[src/rtl/dscr_pkg.sv]
// Shared definitions for the descriptor chain transmit engine.
// Assumes 32-bit descriptor words and a byte-addressed memory.
package dscr_pkg;
    localparam int unsigned WORD_W   = 32;
    localparam int unsigned OWN_BIT  = 31;
    localparam int unsigned EOC_BIT  = 30;
    localparam int unsigned CNT_LSB  = 12;
    localparam int unsigned CNT_W    = 12;

    typedef enum logic [3:0] {
        ST_IDLE,
        ST_W0,
        ST_W1,
        ST_W2,
        ST_CHK,
        ST_XFER,
        ST_WB,
        ST_LINK,
        ST_END,
        ST_STUCK
    } eng_state_e;

    // Extracts the valid byte count from a control word.
    function automatic logic [CNT_W-1:0] ctrl_count(input logic [WORD_W-1:0] c);
        return c[CNT_LSB +: CNT_W];
    endfunction
endpackage

[src/rtl/dscr_check.sv]
// Descriptor validator. Purely combinational.
// Flags an owner fault (only while checking is enabled) and a buffer
// pointer outside the inclusive window [WIN_LO, WIN_HI].
module dscr_check #(
    parameter int unsigned AW = 32,
    parameter logic [AW-1:0] WIN_LO = 32'h3FC8_0000,
    parameter logic [AW-1:0] WIN_HI = 32'h3FCD_FFFF
) (
    input  logic          owner_i,
    input  logic          chk_owner_i,
    input  logic [AW-1:0] buf_i,
    output logic          owner_bad_o,
    output logic          range_bad_o
);
    // Fault decode for the owner flag and the address window.
    always_comb begin
        owner_bad_o = chk_owner_i && !owner_i;
        range_bad_o = (buf_i < WIN_LO) || (buf_i > WIN_HI);
    end
endmodule

[src/rtl/tx_byte_pump.sv]
// Byte pump. Once loaded with a start address and a byte count, it fetches
// words through a request/acknowledge read port and presents their bytes
// one at a time on a valid/ready stream, in little-endian order.
// Assumes the read data arrives in the same cycle as the acknowledge.
// busy_o stays high until the last byte is accepted.
module tx_byte_pump #(
    parameter int unsigned AW = 32,
    parameter int unsigned DW = 32,
    parameter int unsigned LW = 12
) (
    input  logic          clk,
    input  logic          rst_n,
    input  logic          load_i,
    input  logic [AW-1:0] addr_i,
    input  logic [LW-1:0] len_i,
    output logic          busy_o,
    output logic          rd_req_o,
    output logic [AW-1:0] rd_addr_o,
    input  logic          rd_ack_i,
    input  logic [DW-1:0] rd_data_i,
    output logic [7:0]    tx_data_o,
    output logic          tx_valid_o,
    input  logic          tx_ready_i
);
    localparam int unsigned NB   = DW / 8;
    localparam int unsigned OFSW = $clog2(NB);
    localparam logic [OFSW-1:0] LAST_OFS = OFSW'(NB - 1);

    logic [AW-1:0] ptr_q;
    logic [LW-1:0] left_q;
    logic [DW-1:0] word_q;
    logic          full_q;

    // Derived handshake and output views of the pump state.
    always_comb begin
        busy_o     = (left_q != '0);
        rd_req_o   = busy_o && !full_q;
        rd_addr_o  = {ptr_q[AW-1:OFSW], {OFSW{1'b0}}};
        tx_valid_o = full_q;
        tx_data_o  = word_q[{ptr_q[OFSW-1:0], 3'b000} +: 8];
    end

    // Load, word capture and per-byte advance.
    always_ff @(posedge clk) begin
        if (!rst_n) begin
            ptr_q  <= '0;
            left_q <= '0;
            word_q <= '0;
            full_q <= 1'b0;
        end else if (load_i) begin
            ptr_q  <= addr_i;
            left_q <= len_i;
            full_q <= 1'b0;
        end else if (rd_req_o && rd_ack_i) begin
            word_q <= rd_data_i;
            full_q <= 1'b1;
        end else if (full_q && tx_ready_i) begin
            ptr_q  <= ptr_q + AW'(1);
            left_q <= left_q - LW'(1);
            if (ptr_q[OFSW-1:0] == LAST_OFS || left_q == LW'(1)) begin
                full_q <= 1'b0;
            end
        end
    end
endmodule

[src/rtl/dscr_chain_tx.sv]
// Descriptor chain transmit engine, the top level.
// It walks a chain of three-word descriptors, validates each one, streams
// its buffer through tx_byte_pump, writes the control word back and
// follows the next pointer. A rejected descriptor locks the engine until
// rst_n. Restart requests re-read the next pointer of the current or last
// descriptor. One memory port is shared: the pump owns it during ST_XFER.
module dscr_chain_tx
    import dscr_pkg::*;
#(
    parameter logic [31:0] WIN_LO = 32'h3FC8_0000,
    parameter logic [31:0] WIN_HI = 32'h3FCD_FFFF
) (
    input  logic        clk,
    input  logic        rst_n,
    input  logic        start_i,
    input  logic        restart_i,
    input  logic [31:0] first_addr_i,
    input  logic        check_owner_i,
    input  logic        loop_test_i,
    output logic        mem_req_o,
    output logic        mem_we_o,
    output logic [31:0] mem_addr_o,
    output logic [31:0] mem_wdata_o,
    input  logic        mem_ack_i,
    input  logic [31:0] mem_rdata_i,
    output logic [7:0]  tx_data_o,
    output logic        tx_valid_o,
    input  logic        tx_ready_i,
    output logic        eoc_irq_o,
    output logic        dscr_err_irq_o,
    output logic [31:0] last_dscr_addr_o
);
    localparam int unsigned AW      = WORD_W;
    localparam int unsigned WBYTES  = WORD_W / 8;
    localparam logic [AW-1:0] OFS_BUF  = AW'(WBYTES);
    localparam logic [AW-1:0] OFS_NEXT = AW'(2 * WBYTES);
    localparam logic [WORD_W-1:0] OWN_CLR = ~(WORD_W'(1) << OWN_BIT);

    eng_state_e    state_q;
    logic [AW-1:0] cur_q;
    logic [AW-1:0] buf_q;
    logic [AW-1:0] next_q;
    logic [WORD_W-1:0] ctrl_q;
    logic [AW-1:0] last_q;
    logic          rs_pend_q;
    logic          eoc_q;
    logic          err_q;

    logic          owner_bad;
    logic          range_bad;
    logic          dscr_bad;
    logic          pump_load;
    logic          pump_busy;
    logic          pump_req;
    logic [AW-1:0] pump_addr;
    logic          pump_ack;
    logic          running;
    logic          wb_done;
    logic          restart_any;

    dscr_check #(
        .AW     (AW),
        .WIN_LO (WIN_LO),
        .WIN_HI (WIN_HI)
    ) u_check (
        .owner_i     (ctrl_q[OWN_BIT]),
        .chk_owner_i (check_owner_i),
        .buf_i       (buf_q),
        .owner_bad_o (owner_bad),
        .range_bad_o (range_bad)
    );

    tx_byte_pump #(
        .AW (AW),
        .DW (WORD_W),
        .LW (CNT_W)
    ) u_pump (
        .clk        (clk),
        .rst_n      (rst_n),
        .load_i     (pump_load),
        .addr_i     (buf_q),
        .len_i      (ctrl_count(ctrl_q)),
        .busy_o     (pump_busy),
        .rd_req_o   (pump_req),
        .rd_addr_o  (pump_addr),
        .rd_ack_i   (pump_ack),
        .rd_data_i  (mem_rdata_i),
        .tx_data_o  (tx_data_o),
        .tx_valid_o (tx_valid_o),
        .tx_ready_i (tx_ready_i)
    );

    // Control decodes shared by the port mux and the sequencer.
    always_comb begin
        dscr_bad    = owner_bad || range_bad;
        pump_load   = (state_q == ST_CHK) && !dscr_bad;
        pump_ack    = mem_ack_i && (state_q == ST_XFER);
        running     = (state_q != ST_IDLE) && (state_q != ST_END) && (state_q != ST_STUCK);
        wb_done     = (state_q == ST_WB) && (loop_test_i || mem_ack_i);
        restart_any = rs_pend_q || restart_i;
    end

    // Memory port mux: descriptor reads, write-back, or pump reads.
    always_comb begin
        mem_req_o   = 1'b0;
        mem_we_o    = 1'b0;
        mem_addr_o  = cur_q;
        mem_wdata_o = ctrl_q & OWN_CLR;
        unique case (state_q)
            ST_W0:   mem_req_o = 1'b1;
            ST_W1: begin
                mem_req_o  = 1'b1;
                mem_addr_o = cur_q + OFS_BUF;
            end
            ST_W2, ST_LINK: begin
                mem_req_o  = 1'b1;
                mem_addr_o = cur_q + OFS_NEXT;
            end
            ST_XFER: begin
                mem_req_o  = pump_req;
                mem_addr_o = pump_addr;
            end
            ST_WB: begin
                mem_req_o = !loop_test_i;
                mem_we_o  = 1'b1;
            end
            default: ;
        endcase
    end

    // Sequencer: fetch, validate, stream, write back, link, end, lock.
    always_ff @(posedge clk) begin
        if (!rst_n) begin
            state_q   <= ST_IDLE;
            cur_q     <= '0;
            buf_q     <= '0;
            next_q    <= '0;
            ctrl_q    <= '0;
            last_q    <= '0;
            rs_pend_q <= 1'b0;
            eoc_q     <= 1'b0;
            err_q     <= 1'b0;
        end else begin
            eoc_q <= 1'b0;
            err_q <= 1'b0;
            if (restart_i && running) begin
                rs_pend_q <= 1'b1;
            end
            unique case (state_q)
                ST_IDLE: begin
                    if (start_i) begin
                        cur_q   <= first_addr_i;
                        state_q <= ST_W0;
                    end
                end
                ST_W0: begin
                    if (mem_ack_i) begin
                        ctrl_q  <= mem_rdata_i;
                        state_q <= ST_W1;
                    end
                end
                ST_W1: begin
                    if (mem_ack_i) begin
                        buf_q   <= mem_rdata_i;
                        state_q <= ST_W2;
                    end
                end
                ST_W2: begin
                    if (mem_ack_i) begin
                        next_q  <= mem_rdata_i;
                        state_q <= ST_CHK;
                    end
                end
                ST_CHK: begin
                    if (dscr_bad) begin
                        err_q   <= 1'b1;
                        state_q <= ST_STUCK;
                    end else begin
                        state_q <= ST_XFER;
                    end
                end
                ST_XFER: begin
                    if (!pump_busy) begin
                        state_q <= ST_WB;
                    end
                end
                ST_WB: begin
                    if (wb_done) begin
                        if (restart_any) begin
                            rs_pend_q <= 1'b0;
                            state_q   <= ST_LINK;
                        end else if (ctrl_q[EOC_BIT]) begin
                            eoc_q   <= 1'b1;
                            last_q  <= cur_q;
                            state_q <= ST_END;
                        end else begin
                            cur_q   <= next_q;
                            state_q <= ST_W0;
                        end
                    end
                end
                ST_LINK: begin
                    if (mem_ack_i) begin
                        cur_q   <= mem_rdata_i;
                        state_q <= ST_W0;
                    end
                end
                ST_END: begin
                    if (start_i) begin
                        cur_q   <= first_addr_i;
                        state_q <= ST_W0;
                    end else if (restart_i) begin
                        state_q <= ST_LINK;
                    end
                end
                default: state_q <= ST_STUCK;
            endcase
        end
    end

    // Registered interrupt and status outputs.
    always_comb begin
        eoc_irq_o        = eoc_q;
        dscr_err_irq_o   = err_q;
        last_dscr_addr_o = last_q;
    end
endmodule

[config.mk]
export PLATFORM = sky130hd
export DESIGN_NAME = dscr_chain_tx
export DESIGN_NICKNAME = d
export VERILOG_FILES = /design/src/rtl/dscr_pkg.sv /design/src/rtl/dscr_check.sv /design/src/rtl/tx_byte_pump.sv /design/src/rtl/dscr_chain_tx.sv
export SDC_FILE = /design/constraint.sdc
export NUM_CORES = 1
export LEC_CHECK = 0
export CAP_MARGIN = 15
export CORE_ASPECT_RATIO = 1.4
export CORE_MARGIN = 2
export CORE_UTILIZATION = 65
export CTS_CLUSTER_SIZE = 24
export DETAILED_ROUTE_END_ITERATION = 10
export DONT_BUFFER_PORTS = 1
export GPL_ROUTABILITY_DRIVEN = 0
export PLACE_DENSITY = 0.82
export REMOVE_ABC_BUFFERS = 1
export SLEW_MARGIN = 10
export SYNTH_ARGS = -nofsm -noshare
export SYNTH_HDL_FRONTEND = slang
export SYNTH_SLANG_ARGS = --single-unit
[constraint.sdc]
create_clock -name clk -period 3.15 [get_ports clk]
set_clock_uncertainty 0.15 [all_clocks]
set_input_delay 0.1575 -clock clk [delete_from_list [all_inputs] [get_ports clk]]
set_output_delay 0.1575 -clock clk [all_outputs]
set_load 0.1 [all_outputs]
==> flow_metrics.py <==
metrics = {
    "synth": {
        "synth-xor-area-share_pct": 3.48,
        "yosys_warnings": 0,
        "ys_ff_latch": 244,
        "yosysSeqAreaShare_pct": 42.2,
        "synth-simple-area-share_pct": 25.4,
        "synth_compound_area_share_pct": 21.4,
        "async_flop_share_pct": 0,
        "avgSynthCellArea_um2": 7.80,
        "muxShareOfSynthArea_pct": 1.73,
        "synth_edf_count": 0,
        "synthDistinctLibCells": 79,
        "synthAdderAreaFrac_pct": 0.649,
        "synth_top_family_by_area": "simple AND/OR/NAND/NOR gates",
        "syn_inst": 1484,
        "netlist_area_mm2": 0.0116,
        "synthFlopType": "dfxtp_1",
    },
    "placed_design": {
        "hpwl_mm": 25.0,
        "pre_cts_slack_ns": 0.446,
        "place_area_mm2": 0.0127,
        "io_buffers": 0,
    },
    "pwr": {
        "intPower_mw": 6.88,
        "total_leakage_power_nw": 5.09,
        "clkPwrFrac_pct": 22.3,
        "p_comb_share_pct": 45.4,
        "ir_drop_uv": 651,
        "p_per_area_mw_per_mm2": 899,
        "net-switching-power_mw": 6.03,
        "swShare_pct": 46.7,
        "power_frac_seq_pct": 32.3,
    },
    "worst_setup_path": {
        "path_max_fanout": 8,
        "crit_arrival_ns": 2.76,
        "cp-end-kind": "output port",
        "start_kind": "flip-flop",
        "r2r_cells": 7,
        "required_ns": 2.84,
        "crit_type": "reg2out",
    },
    "cts": {
        "cts_max_path_buffers": 3,
        "cts_tree": "done",
        "clk_pin_slew_worst_paths_ns": 0.07,
        "numCtsBuffers": 23,
        "htree_levels": 1,
        "insertion_delay_ns": 0.52,
        "ctsRootBufferMaster": "clkbuf_16",
        "clock-sinks": 244,
    },
    "detailed_routing": {
        "vias": 12400,
        "vias_per_cell": 6.75,
        "wl_per_cell_um": 22.2,
        "drtPass1Iterations": 9,
        "drt_iter0_markers": 1884,
        "wirelength_mm": 40.9,
        "ant_nets": 0,
        "drc_errors": 0,
    },
    "global_routing": {
        "grt_use_total_pct": 42.0,
        "grt_max_degree": 89,
        "grt_overflow": 0,
        "antenna_found_initial": 0,
        "grt_pass1_wl_mm": 62.5,
        "first_global_vias": 11800,
    },
    "timing": {
        "fmax_ghz": 0.326,
        "finalWorstPathRequiredPeriod_ns": 3.07,
        "slew_violations": 0,
        "grt_setup_unrepaired": "true",
        "final-setup-viol-count": 0,
        "slew_headroom_pct": 33.0,
        "timing.hold.ws_ns": 0.0189,
        "min_period_over_period_pct": 97.4,
        "finalHoldViolCount": 0,
        "setup_ws_ns": 0.0833,
        "worst_slew_pin_slew_ns": 1.00,
    },
    "floorplan": {
        "die_h_um": 162,
        "ios": 181,
        "dieArea_mm2": 0.0189,
        "die_w_um": 117,
        "core_mm2": 0.0174,
        "start_util_pct": 66.5,
        "rows": 57,
    },
    "finish": {
        "multi_input_area_mm2": 0.00626,
        "regArea_mm2": 0.00489,
        "drive_gt1_share_pct": 14.0,
        "nFillCells": 1079,
        "final_nets": 1667,
        "area_growth_pct": 24.0,
        "diodes": 0,
        "fin_area_mm2": 0.0144,
    },
    "hold_path": {
        "holdPathStages": 3,
        "hp-class": "in2reg",
    },
    "outcome": {
        "status": "completed",
    },
    "run": {
        "max-cap-violations": 0,
    },
}
==> synthesized netlist by cell type (9+ instances only) <==
cell | instances | share of area, %
o21ai_0 | 33 | 1.4
clkbuf_1 | 85 | 2.8
o21ai_1 | 30 | 1.3
inv_1 | 12 | 0.39
a311oi_1 | 34 | 2.6
o211ai_1 | 11 | 0.71
xor2_1 | 30 | 2.3
a211oi_1 | 21 | 1.4
a22oi_1 | 35 | 2.3
nor3_1 | 19 | 0.82
nor2_1 | 89 | 2.9
and4_1 | 9 | 0.68
a21oi_1 | 168 | 7.3
nand3_1 | 62 | 2.7
nand4_1 | 24 | 1.3
nand2_1 | 374 | 12
dfxtp_1 | 244 | 42
and3_1 | 10 | 0.54
buf_2 | 27 | 1.2
nor4_1 | 9 | 0.49
xnor2_1 | 16 | 1.2
==> routing by layer <==
metal | up-vias | global-route usage, % | share of wire, %
li1 | 5438 | - | -
met1 | 5719 | 49.3 | 33
met2 | 985 | 68.3 | 47
met3 | 283 | 9.55 | 12
met4 | 0 | 26.5 | 7.9
met5 | - | 0 | 0
==> logic make-up (layout without fill, tap and decap cells) <==
family                   after synthesis  after routing
flip-flops                           244            244
other                                  1              1
XOR/XNOR                              46             46
buffers and inverters                136            257
multiplexers                          10             10
AO/OA/AOI/OAI                        390            390
AND/OR/NAND/NOR                      651            651
adder cells (fa/ha/maj)                6              6
==> final timing paths <==
kind / end / from / slack [ns]
setup / recovery: mem_addr_o[30] / cur_q[5] / 0.08
hold / removal: u_pump.left_q[0] / tx_ready_i / 0.02
setup reg to reg: next_q[29] / state_q[0] / 0.51
hold reg to reg: u_pump.word_q[16] / u_pump.word_q[16] / 0.30
==> area by class of cell <==
cell class                 instances  share of cell area [%]
sequential                       244                    34.1
clock inverter                     8                   0.723
timing repair buffer             204                    14.5
inverter                          12                   0.349
multi-input combinational       1104                    43.6
clock buffer                      33                    4.69
tap                              236                    2.06
==> flip-flops by register name, indices dropped and copies added (netlist names) <==
register           cells
buf_q                 32
ctrl_q                32
cur_q                 32
dscr_err_irq_o         1
eoc_irq_o              1
last_dscr_addr_o      32
next_q                32
rs_pend_q              1
state_q                4
u_pump.left_q         12
u_pump.ptr_q          32
u_pump.tx_valid_o      1
u_pump.word_q         32
==> worst max-delay path, cell delays in order (launching register included) <==
cell and delay (ns):
dfxtp_1 0.58, nand3_1 0.38, o22ai_4 0.35, nand3_2 0.15, or3_1 0.37, nand3_1 0.10, buf_4 0.29
==> cells in the final DEF, fill, tap and decap left out, types with 18 or more instances in the layout <==
| master | synthesis | final |
|---|---|---|
| o21ai_1 | 30 | 31 |
| dfxtp_1 | 244 | 240 |
| nand2_1 | 374 | 373 |
| a21oi_1 | 168 | 168 |
| dlygate4sd3_1 | 0 | 74 |
| a22oi_1 | 35 | 35 |
| xor2_1 | 30 | 30 |
| nand3_1 | 62 | 60 |
| a311oi_1 | 34 | 33 |
| nor2_1 | 89 | 84 |
| o21ai_0 | 33 | 31 |
| nor3_1 | 19 | 18 |
| a211oi_1 | 21 | 21 |
| nand4_1 | 24 | 24 |
| clkbuf_16 | 0 | 23 |
| buf_4 | 4 | 106 |
==> what timing repair did <==
item | 4_1_cts | 5_1_grt
endpoints found under the hold margin | 206 | 0
setup buffers | 0 | 9
hold buffers | 75 | 0
endpoints found under the setup margin | 8 | 16
resized for setup | 5 | 13
pin swaps | 0 | 6
==> metrics by stage <==
stage | std cells | TNS, ns | power (mW) | utilization (%)
after floorplan | 1360 | -121.79 | 7.59 | -
after global placement | 1716 | 0 | 9.47 | 72.9
after detailed placement | 1716 | 0 | 9.60 | 72.9
after CTS | 1832 | 0 | 12.6 | 81.8
after global routing | 1841 | -0.00242 | 13.2 | 82.5
final | 1841 | 0 | 12.9 | 82.5
==> power groups by stage <==
| stage | Combinational, mW | Clock [mW] | Sequential [mW] |
|---|---|---|---|
| floorplan | 3.31 | 0 | 4.28 |
| CTS | 5.60 | 2.87 | 4.11 |
| global placement | 5.33 | 0 | 4.15 |
| global route | 6.06 | 3.00 | 4.19 |
| detailed placement | 5.43 | 0 | 4.18 |
| finish | 5.86 | 2.88 | 4.17 |
(Power assumes the default switching activity.)
